==> src/rtl/jabber_guard_pkg.sv <==
package jabber_guard_pkg;
  typedef enum logic [1:0] {
    ST_IDLE   = 2'd0,
    ST_ACTIVE = 2'd1,
    ST_CUT    = 2'd2,
    ST_QUIET  = 2'd3
  } jg_state_e;

  function automatic int unsigned jg_max(int unsigned a, int unsigned b);
    return (a > b) ? a : b;
  endfunction
endpackage

==> src/rtl/jg_run_counter.sv <==
module jg_run_counter #(
  parameter int unsigned W = 8
) (
  input  logic         clk_i,
  input  logic         rst_ni,
  input  logic         clr_i,
  input  logic         inc_i,
  output logic [W-1:0] cnt_o
);
  localparam logic [W-1:0] CntMax = {W{1'b1}};

  always_ff @(posedge clk_i or negedge rst_ni) begin
    if (!rst_ni)                      cnt_o <= '0;
    else if (clr_i)                   cnt_o <= '0;
    else if (inc_i && cnt_o != CntMax) cnt_o <= cnt_o + 1'b1;
  end
endmodule

==> src/rtl/jg_ctrl.sv <==
module jg_ctrl
  import jabber_guard_pkg::*;
#(
  parameter int unsigned AW = 8,
  parameter int unsigned QW = 4,
  parameter int unsigned FAST_LIMIT = 6,
  parameter int unsigned SLOW_LIMIT = 10,
  parameter int unsigned FAST_QUIET = 2,
  parameter int unsigned SLOW_QUIET = 4
) (
  input  logic          clk_i,
  input  logic          rst_ni,
  input  logic          crs_i,
  input  logic          mode_i,
  input  logic [AW-1:0] act_cnt_i,
  input  logic [QW-1:0] qt_cnt_i,
  output jg_state_e     state_o
);
  localparam logic [AW-1:0] FastLim = AW'(FAST_LIMIT);
  localparam logic [AW-1:0] SlowLim = AW'(SLOW_LIMIT);
  localparam logic [QW:0]   FastQt  = (QW+1)'(FAST_QUIET);
  localparam logic [QW:0]   SlowQt  = (QW+1)'(SLOW_QUIET);

  jg_state_e state_q, state_d;
  logic      mode_q;
  logic [AW-1:0] lim;
  logic [QW:0]   qt_need;
  logic          limit_hit, quiet_done;

  // mode follows the input only while idle; frozen for the whole episode
  always_ff @(posedge clk_i or negedge rst_ni) begin
    if (!rst_ni)                 mode_q <= 1'b0;
    else if (state_q == ST_IDLE) mode_q <= mode_i;
  end

  assign lim        = mode_q ? SlowLim : FastLim;
  assign qt_need    = mode_q ? SlowQt : FastQt;
  assign limit_hit  = (act_cnt_i >= lim);
  assign quiet_done = ({1'b0, qt_cnt_i} + 1'b1 >= qt_need);

  always_comb begin
    state_d = state_q;
    unique case (state_q)
      ST_IDLE:   if (crs_i) state_d = ST_ACTIVE;
      ST_ACTIVE: if (!crs_i)        state_d = ST_IDLE;
                 else if (limit_hit) state_d = ST_CUT;
      ST_CUT:    if (!crs_i) state_d = quiet_done ? ST_IDLE : ST_QUIET;
      ST_QUIET:  if (crs_i)           state_d = ST_CUT;
                 else if (quiet_done) state_d = ST_IDLE;
      default:   state_d = ST_IDLE;
    endcase
  end

  always_ff @(posedge clk_i or negedge rst_ni) begin
    if (!rst_ni) state_q <= ST_IDLE;
    else         state_q <= state_d;
  end

  assign state_o = state_q;
endmodule

==> src/rtl/jabber_guard.sv <==
module jabber_guard
  import jabber_guard_pkg::*;
#(
  parameter int unsigned FAST_LIMIT = 16375,
  parameter int unsigned SLOW_LIMIT = 125000,
  parameter int unsigned FAST_QUIET = 2,
  parameter int unsigned SLOW_QUIET = 240
) (
  input  logic clk_i,
  input  logic rst_ni,
  input  logic crs_i,
  input  logic mode_i,
  output logic rx_en_o,
  output logic tx_en_o,
  output logic jabber_o
);
  localparam int unsigned AW = $clog2(jg_max(FAST_LIMIT, SLOW_LIMIT) + 2);
  localparam int unsigned QW = $clog2(jg_max(FAST_QUIET, SLOW_QUIET) + 2);

  jg_state_e     state;
  logic [AW-1:0] act_cnt;
  logic [QW-1:0] qt_cnt;
  logic          cut;

  assign cut = (state == ST_CUT) || (state == ST_QUIET);

  jg_run_counter #(.W(AW)) u_act_cnt (
    .clk_i  (clk_i),
    .rst_ni (rst_ni),
    .clr_i  (!crs_i || cut),
    .inc_i  (crs_i),
    .cnt_o  (act_cnt)
  );

  jg_run_counter #(.W(QW)) u_qt_cnt (
    .clk_i  (clk_i),
    .rst_ni (rst_ni),
    .clr_i  (crs_i || !cut),
    .inc_i  (!crs_i),
    .cnt_o  (qt_cnt)
  );

  jg_ctrl #(
    .AW(AW), .QW(QW),
    .FAST_LIMIT(FAST_LIMIT), .SLOW_LIMIT(SLOW_LIMIT),
    .FAST_QUIET(FAST_QUIET), .SLOW_QUIET(SLOW_QUIET)
  ) u_ctrl (
    .clk_i     (clk_i),
    .rst_ni    (rst_ni),
    .crs_i     (crs_i),
    .mode_i    (mode_i),
    .act_cnt_i (act_cnt),
    .qt_cnt_i  (qt_cnt),
    .state_o   (state)
  );

  assign rx_en_o  = !cut;
  assign tx_en_o  = !cut;
  assign jabber_o = cut;
endmodule

==> config.mk <==
export PLATFORM = sky130hd
export DESIGN_NAME = jabber_guard
export DESIGN_NICKNAME = d
export VERILOG_FILES = /design/src/rtl/jabber_guard_pkg.sv /design/src/rtl/jg_run_counter.sv /design/src/rtl/jg_ctrl.sv /design/src/rtl/jabber_guard.sv
export SDC_FILE = /design/constraint.sdc
export NUM_CORES = 1
export LEC_CHECK = 0
export ABC_AREA = 1
export ABC_CLOCK_PERIOD_IN_PS = 5160
export BUFFER_PORTS_ARGS = -buffer_cell sky130_fd_sc_hd__buf_4
export CORE_MARGIN = 10
export CORE_UTILIZATION = 45
export CTS_CLUSTER_SIZE = 28
export DETAILED_ROUTE_END_ITERATION = 16
export MAX_ROUTING_LAYER = met4
export SYNTH_ARGS = -nofsm -noshare
export SYNTH_HDL_FRONTEND = slang
export SYNTH_SLANG_ARGS = --single-unit
==> constraint.sdc <==
create_clock -name clk_i -period 5.16 [get_ports clk_i]
set_input_delay 1.032 -clock clk_i [delete_from_list [all_inputs] [get_ports clk_i]]
set_output_delay 1.032 -clock clk_i [all_outputs]
set_load 0.1 [all_outputs]
==> out/qor.txt, run 1 <==
OUTCOME
--------------------------------------------------------------------------------------------------------
Run status ................................................................................ finished, final reports clean

WORST SETUP PATH
--------------------------------------------------------------------------------------------------------
Cell chain of the critical path ........................................................... ha_1, nand3_1, nor3_4, and3_1, ha_1, inv_1, nor2_1, nor3_2, nand2_1, o21ai_0, a21oi_1
Crit end category .........................................................................         flop
Critical path launch point type ...........................................................         flop
Worst Path Max Fanout .....................................................................           11
Critical path data arrival time ...........................................................      2.58 ns
Endpoint required time on the critical path ...............................................      5.32 ns
Category of the critical setup timing path ................................................ flop to flop
Slowest cell delay on critical path .......................................................      0.44 ns
Slowest stage cell, crit path .............................................................      dfrtp_1
Cell occurring most often along the worst timing path .....................................         ha_1
Combined buffer and inverter count along the critical path ................................            1
Gate family responsible for the most delay along the worst path ........................... simple AND/OR/NAND/NOR gates

FINISH
--------------------------------------------------------------------------------------------------------
Final instance area .......................................................................     2240 um2
Layout overhead on the synthesized area ...................................................        6.69%
Filler cell count .........................................................................          460
Layout net count ..........................................................................          320
Ratio of cells with drive above 1 in the final layout .....................................       0.0922
Antenna cell count ........................................................................            0

SYNTHESIS
--------------------------------------------------------------------------------------------------------
Synth Warn # ..............................................................................            0
Average instance area after synthesis .....................................................     7.30 um2
Netlist area before placement .............................................................     2100 um2
Post-synthesis async set-or-reset flop share ..............................................         1.00
Part of the Yosys area used for sequential elements .......................................        0.334
Commonest cells in the synthesized netlist ................................................ 77 x nand2_1, 44 x inv_1, 28 x dfrtp_1
Top_reg_cell synth ........................................................................      dfrtp_1
Count of flip-flops with a built-in enable after synthesis ................................            0
Yosys cell types ..........................................................................           30
Top cells by area in the synthesized netlist .............................................. dfrtp_1 33%, nand2_1 14%, ha_1 13%
Most used standard cell by instance count after synthesis .................................      nand2_1
Post-synthesis cell type with the largest combined area ...................................      dfrtp_1
Number of instances in the synthesized netlist ............................................          287
Share of the synthesized area in the top cell type ........................................        0.334
Number of synthesized register bits .......................................................           28
Synthesized Nets ..........................................................................          313

TIMING
--------------------------------------------------------------------------------------------------------
Number of setup violations in the final report ............................................            0
Post-route clock skew .....................................................................   0.00564 ns
Endpoints failing hold ....................................................................            0
Total negative setup slack ................................................................         0 ns
Measured slew at the worst slew-check pin .................................................     0.444 ns
Number of max-slew violations in the final report .........................................            0
Worst-case hold slack .....................................................................     0.513 ns
Max Fclk ..................................................................................      413 MHz
Max transition margin .....................................................................        0.704
Unrepaired setup endpoints after global routing ...........................................        false
Tmin final ................................................................................      2.42 ns
Final cycle utilization of the critical path ..............................................        0.470

FLOORPLAN
--------------------------------------------------------------------------------------------------------
I/O pins ..................................................................................            7
Number of standard-cell rows in the floorplan .............................................           24
Horiz. Die Dim ............................................................................      88.2 um
DIE AREA ..................................................................................     7790 um2
DIE HEIGHT ................................................................................      88.2 um
Initial standard-cell utilization of the core .............................................        0.472
Core region area ..........................................................................     4440 um2

CLOCKING
--------------------------------------------------------------------------------------------------------
Number of cells upsized or downsized after cts ............................................            0
Number of setup buffers added after CTS ...................................................            0
Skew-Pair Late Insertion Delay ............................................................      0.27 ns
CTS tree ..................................................................................        built
Post-CTS clock slew at the launch and capture registers of the worst setup and hold paths .      0.10 ns
Maximum buffer depth of the clock tree ....................................................            2
Number of levels in the clock H-tree ......................................................            1
Clock root cell ...........................................................................     clkbuf_8
Number of buffers inserted by hold repair at cts ..........................................            0
Num Clock Sinks ...........................................................................           28
Number of CTS-inserted buffers ............................................................            3

GLOBAL ROUTE
--------------------------------------------------------------------------------------------------------
GRT Util Overall ..........................................................................        0.125
Global-route wire length before repair ....................................................      7730 um
Largest net degree at the start of global routing .........................................           29
Number of antenna violations at the first check in global routing .........................            0
Grt total ovfl ............................................................................            0
Via count of the first global-routing pass ................................................         1690

RUN
--------------------------------------------------------------------------------------------------------
Max Cap Viol ..............................................................................            0

MIN PATH
--------------------------------------------------------------------------------------------------------
Worst hold-check path type ................................................................ flop to flop

DETAILED ROUTING
--------------------------------------------------------------------------------------------------------
Routed Antenna Nets .......................................................................            0
Via total after detailed routing ..........................................................         1780
Vias per Instance .........................................................................         5.16
Average wire per cell in the routed design ................................................      12.4 um
Initial DRC Count .........................................................................           58
DRC viols .................................................................................            0
Detailed-routing iteration count for the pre-antenna-repair pass ..........................            4
Routed WL .................................................................................      4290 um

POWER AND IR DROP
--------------------------------------------------------------------------------------------------------
Static leakage ............................................................................      1.16 nW
Total Power ...............................................................................       764 uW
Power Density .............................................................................   342 nW/um2
Worst voltage drop across the vdd grid ....................................................       225 uV

PLACED DESIGN
--------------------------------------------------------------------------------------------------------
Placed wire-length estimate ...............................................................      3390 um
Final GP Congestion .......................................................................        0.823
Placement Cell Area .......................................................................     2180 um2
IO Port Bufs ..............................................................................            6

cell usage in the layout, fill, tap and decap left out, drive strengths merged:
cell type / n
nand2: 80
inv: 45
dfrtp: 28
nor2: 27
a21oi: 22
ha: 22
nand3: 18
o21ai: 11
nor3: 11
nand4: 8
buf: 6
clkbuf: 4
xor2: 3
and3: 1
xnor2: 1
o21a: 1
a21boi: 1
a211oi: 1
or2: 1
o221ai: 1
a31oi: 1
area by class of cell:
class                   count  area (um2)  share of cell area
flip-flops and latches     28         701               0.313
clock buffers               4        55.1              0.0246
multi-input cells         210        1200               0.537
repair buffers              6        45.0              0.0201
inverters                  45         169              0.0755
well taps                  52        65.1              0.0291
report_power, final:
group          leakage, nW  internal [mW]  total (mW)  switching, mW
Combinational        0.751          0.107       0.345          0.238
Clock               0.0288         0.0683       0.136         0.0674
Sequential           0.383          0.240       0.284         0.0431
Total                 1.16          0.416       0.764          0.348
stage by stage:
| step | std cells | utilization | worst slack, ns |
|---|---|---|---|
| after detailed placement | 341 | 0.491 | 2.73 |
| after floorplan | 287 | - | 2.93 |
| final | 345 | 0.503 | 2.74 |
| after global placement | 341 | 0.491 | 2.79 |
| after CTS | 345 | 0.503 | 2.72 |
| after global routing | 345 | 0.503 | 2.48 |
layer usage:
layer  track usage  vias to the layer above  wire, um
met2         0.193                       19      1940
li1              -                      946         -
met3        0.0211                        4       136
met1         0.168                      811      2190
met5             -                        -         0
met4        0.0220                        0        26
state kept, by name (all words and copies together), names as in the netlist:
register / cells
u_ctrl.mode_q: 1
u_qt_cnt.cnt_o: 8
u_ctrl.state_o: 2
u_act_cnt.cnt_o: 17
cells by family (layout without fill, tap and decap cells):
family                   count (synthesis)  in the layout  synth area share
AO/OA/AOI/OAI                           38             38            0.0985
XOR/XNOR                                 4              4            0.0167
adder cells (fa/ha/maj)                 22             22             0.131
buffers and inverters                   49             55            0.0925
flip-flops                              28             28             0.334
AND/OR/NAND/NOR                        146            146             0.327
worst paths after layout:
kind / from / cells after the start / end / slack, ns
worst max-delay path: u_act_cnt.cnt_o[0] / 11 / u_act_cnt.cnt_o[6] / 2.74
worst min-delay path: u_act_cnt.cnt_o[15] / 1 / u_act_cnt.cnt_o[15] / 0.51
worst max register to register: u_act_cnt.cnt_o[0] / 11 / u_act_cnt.cnt_o[6] / 2.74
worst min register to register: u_act_cnt.cnt_o[15] / 1 / u_act_cnt.cnt_o[15] / 0.51
max in group asynchronous: rst_ni / 1 / u_qt_cnt.cnt_o[0] / 4.23
min in group asynchronous: rst_ni / 1 / u_act_cnt.cnt_o[6] / 0.65
Power figures use the tool's default switching activity.
==> inputs of run 2 (changes only) <==
--- a/config.mk
+++ b/config.mk
@@ -5,8 +5,8 @@
 export SDC_FILE = /design/constraint.sdc
 export NUM_CORES = 1
 export LEC_CHECK = 0
-export ABC_AREA = 1
-export ABC_CLOCK_PERIOD_IN_PS = 5160
+export ABC_AREA = 0
+export ABC_CLOCK_PERIOD_IN_PS = 2400
 export BUFFER_PORTS_ARGS = -buffer_cell sky130_fd_sc_hd__buf_4
 export CORE_MARGIN = 10
 export CORE_UTILIZATION = 45
==> constraint.sdc (replaced) <==
create_clock -name clk_i -period 2.4 [get_ports clk_i]
set_input_delay 0.48 -clock clk_i [delete_from_list [all_inputs] [get_ports clk_i]]
set_output_delay 0.48 -clock clk_i [all_outputs]
set_load 0.1 [all_outputs]
==> out/qor.txt, run 2 <==
OUTCOME
--------------------------------------------------------------------------------------------------------
Run status ................................................................................ finished, final reports clean

DETAILED ROUTING
--------------------------------------------------------------------------------------------------------
DRC viols .................................................................................            0
Vias per Instance .........................................................................         5.36
Average wire per cell in the routed design ................................................      14.4 um
Routed Antenna Nets .......................................................................            0
Via total after detailed routing ..........................................................         1384
Routed WL .................................................................................      3710 um
Initial DRC Count .........................................................................           61
Detailed-routing iteration count for the pre-antenna-repair pass ..........................            4

POWER AND IR DROP
--------------------------------------------------------------------------------------------------------
Static leakage ............................................................................      1.00 nW
Worst voltage drop across the vdd grid ....................................................       321 uV
Total Power ...............................................................................      1.49 mW
Power Density .............................................................................   704 nW/um2

WORST SETUP PATH
--------------------------------------------------------------------------------------------------------
Launch point of the critical path ......................................................... u_qt_cnt.cnt_o[0]
End of the worst register-to-register path ................................................ u_ctrl.state_o[1]
Category of the critical setup timing path ................................................ flop to flop
Critical path data arrival time ...........................................................      2.49 ns
Reg2Reg Depth .............................................................................           10
Critical path launch point type ...........................................................         flop
Worst Path Max Fanout .....................................................................            5
Endpoint of the worst setup timing path ................................................... u_ctrl.state_o[1]
Startpoint of the lowest-slack register-to-register path .................................. u_qt_cnt.cnt_o[0]
Endpoint required time on the critical path ...............................................      2.59 ns
Flop-to-flop setup slack ..................................................................      0.11 ns
Crit end category .........................................................................         flop

FINISH
--------------------------------------------------------------------------------------------------------
Non-filler instance count after layout ....................................................          258
Max FFs per register ......................................................................           17
Final core utilization ....................................................................        0.532
Antenna cell count ........................................................................            0
Commonest cells after routing, fill and taps aside ........................................ 27 x dfrtp_1, 25 x buf_4, 21 x ha_1, 20 x nor2_1, 13 x xnor2_1
Layout net count ..........................................................................          236
Sequential cell area ......................................................................      702 um2
Register bank with the most flops ......................................................... u_act_cnt.cnt_o
Ratio of cells with drive above 1 in the final layout .....................................        0.197
Most common cell after layout, fill and taps aside ........................................      dfrtp_1
Filler cell count .........................................................................          358
Final instance area .......................................................................     2110 um2
Total area of multi-input combinational cells .............................................     1080 um2
Layout overhead on the synthesized area ...................................................        16.1%

SYNTHESIS
--------------------------------------------------------------------------------------------------------
Part of the Yosys area used for sequential elements .......................................        0.385
Most used standard cell by instance count after synthesis .................................      dfrtp_1
Share of the synthesized area in the top cell type ........................................        0.385
Commonest cells in the synthesized netlist ................................................ 28 x dfrtp_1, 22 x ha_1, 21 x nor2_1
Post-synthesis cell type with the largest combined area ...................................      dfrtp_1
Synth Warn # ..............................................................................            0
Netlist area before placement .............................................................     1820 um2
Yosys cell types ..........................................................................           42
Top_reg_cell synth ........................................................................      dfrtp_1
Count of flip-flops with a built-in enable after synthesis ................................            0
Post-synthesis async set-or-reset flop share ..............................................         1.00
Number of instances in the synthesized netlist ............................................          186
Synthesized Nets ..........................................................................          212
Top cells by area in the synthesized netlist .............................................. dfrtp_1 38%, ha_1 15%, xnor2_1 6.3%
Number of synthesized register bits .......................................................           28
Average instance area after synthesis .....................................................     9.79 um2

TIMING
--------------------------------------------------------------------------------------------------------
Unrepaired setup endpoints after global routing ...........................................         true
Final cycle utilization of the critical path ..............................................        0.956
Max transition margin .....................................................................        0.716
Post-route clock skew .....................................................................   0.00292 ns
Tmin final ................................................................................      2.29 ns
Max Fclk ..................................................................................      436 MHz
Measured slew at the worst slew-check pin .................................................     0.426 ns
Number of max-slew violations in the final report .........................................            0
Final worst setup slack ...................................................................     0.106 ns
Number of setup violations in the final report ............................................            0
Endpoints failing hold ....................................................................            0

CLOCKING
--------------------------------------------------------------------------------------------------------
Post-CTS clock slew at the launch and capture registers of the worst setup and hold paths .      0.09 ns
Num Clock Sinks ...........................................................................           28
Number of CTS-inserted buffers ............................................................            3
Skew-Pair Late Insertion Delay ............................................................      0.27 ns
Number of levels in the clock H-tree ......................................................            1
CTS tree ..................................................................................        built
Maximum buffer depth of the clock tree ....................................................            2
Clock root cell ...........................................................................     clkbuf_8

FLOORPLAN
--------------------------------------------------------------------------------------------------------
I/O pins ..................................................................................            7
Number of standard-cell rows in the floorplan .............................................           23
DIE HEIGHT ................................................................................      83.6 um
DIE AREA ..................................................................................     6990 um2
Core region area ..........................................................................     3970 um2
Horiz. Die Dim ............................................................................      83.6 um
Initial standard-cell utilization of the core .............................................        0.459

PLACED DESIGN
--------------------------------------------------------------------------------------------------------
Final GP Congestion .......................................................................        0.778
Placement-stage worst setup slack .........................................................   0.00826 ns
Placed wire-length estimate ...............................................................      2830 um
IO Port Bufs ..............................................................................            6
Placement Cell Area .......................................................................     2010 um2
Placed Instances ..........................................................................          251

GLOBAL ROUTE
--------------------------------------------------------------------------------------------------------
Grt total ovfl ............................................................................            0
Largest net degree at the start of global routing .........................................           29
Number of antenna violations at the first check in global routing .........................            0
Met3 usage ................................................................................       0.0176
Via count of the first global-routing pass ................................................         1434
Global route hottest layer ................................................................         met2
Met1 routing resource usage after global routing ..........................................        0.126
Global-route wire length before repair ....................................................      6510 um
GRT Util Overall ..........................................................................        0.113
Met2 global-route usage ...................................................................        0.199

RUN
--------------------------------------------------------------------------------------------------------
Max Cap Viol ..............................................................................            0

MIN PATH
--------------------------------------------------------------------------------------------------------
Worst hold-check path type ................................................................ input pin to async pin

==> run 2: metrics by stage <==
stage | setup TNS [ns] | hold slack (ns)
CTS | 0 | 0.119
global placement | 0 | 0.423
finish | 0 | 0.113
global route | -0.0785 | 0.125
floorplan | 0 | 0.184
detailed placement | 0 | 0.425
==> run 2: worst max-delay path, cell delays in order, from the launching register on <==
cell	delay, ns
dfrtp_1	0.43
ha_1	0.25
nand2_1	0.11
xor2_2	0.17
inv_1	0.06
ha_1	0.28
a21o_1	0.18
a211o_1	0.31
nor3b_2	0.19
a221oi_2	0.09
nor3_1	0.14
==> run 2: worst min-delay path by stage <==
stage,end,start,slack (ns),depth (start not counted)
3_3_place_gp,u_qt_cnt.cnt_o[1],rst_ni,0.42,1
3_5_place_dp,u_act_cnt.cnt_o[11],rst_ni,0.43,1
5_1_grt,u_act_cnt.cnt_o[7],rst_ni,0.12,1
4_1_cts,u_act_cnt.cnt_o[11],rst_ni,0.12,1
2_1_floorplan,u_act_cnt.cnt_o[0],rst_ni,0.18,0
6_report,u_act_cnt.cnt_o[12],rst_ni,0.11,1
==> run 2: repair_timing <==
item,4_1_cts,5_1_grt
gates resized for setup,1,6
buffers inserted,0,4
endpoints found under the setup margin,1,5
hold buffers,0,0
==> run 2: cell families (layout without fill, tap and decap cells) <==
group | count (synthesis) | in the layout | share of synthesized area
flip-flops | 28 | 28 | 0.385
buffers and inverters | 16 | 38 | 0.0364
adder cells (fa/ha/maj) | 22 | 22 | 0.151
AO/OA/AOI/OAI | 24 | 24 | 0.0893
AND/OR/NAND/NOR | 71 | 71 | 0.216
XOR/XNOR | 22 | 22 | 0.106
multiplexers | 3 | 3 | 0.0165
==> run 2: area by class of cell <==
class	instances	area share
Clock buffer	3	0.0195
Inverter	10	0.0178
Tap cell	50	0.0296
Multi-Input combinational cell	142	0.512
Sequential cell	28	0.332
Timing Repair Buffer	25	0.0888
==> run 2: per-layer routing <==
layer	up-vias	wire length [um]
met5	-	0
met4	0	50
met3	5	52
met2	9	1930
met1	671	1680
li1	699	-
==> run 2: power breakdown <==
part	switching [mW]	leakage, nW	internal, mW
clock	0.141	0.0216	0.113
combinational	0.462	0.601	0.225
sequential	0.0358	0.380	0.512
total	0.638	1.00	0.850
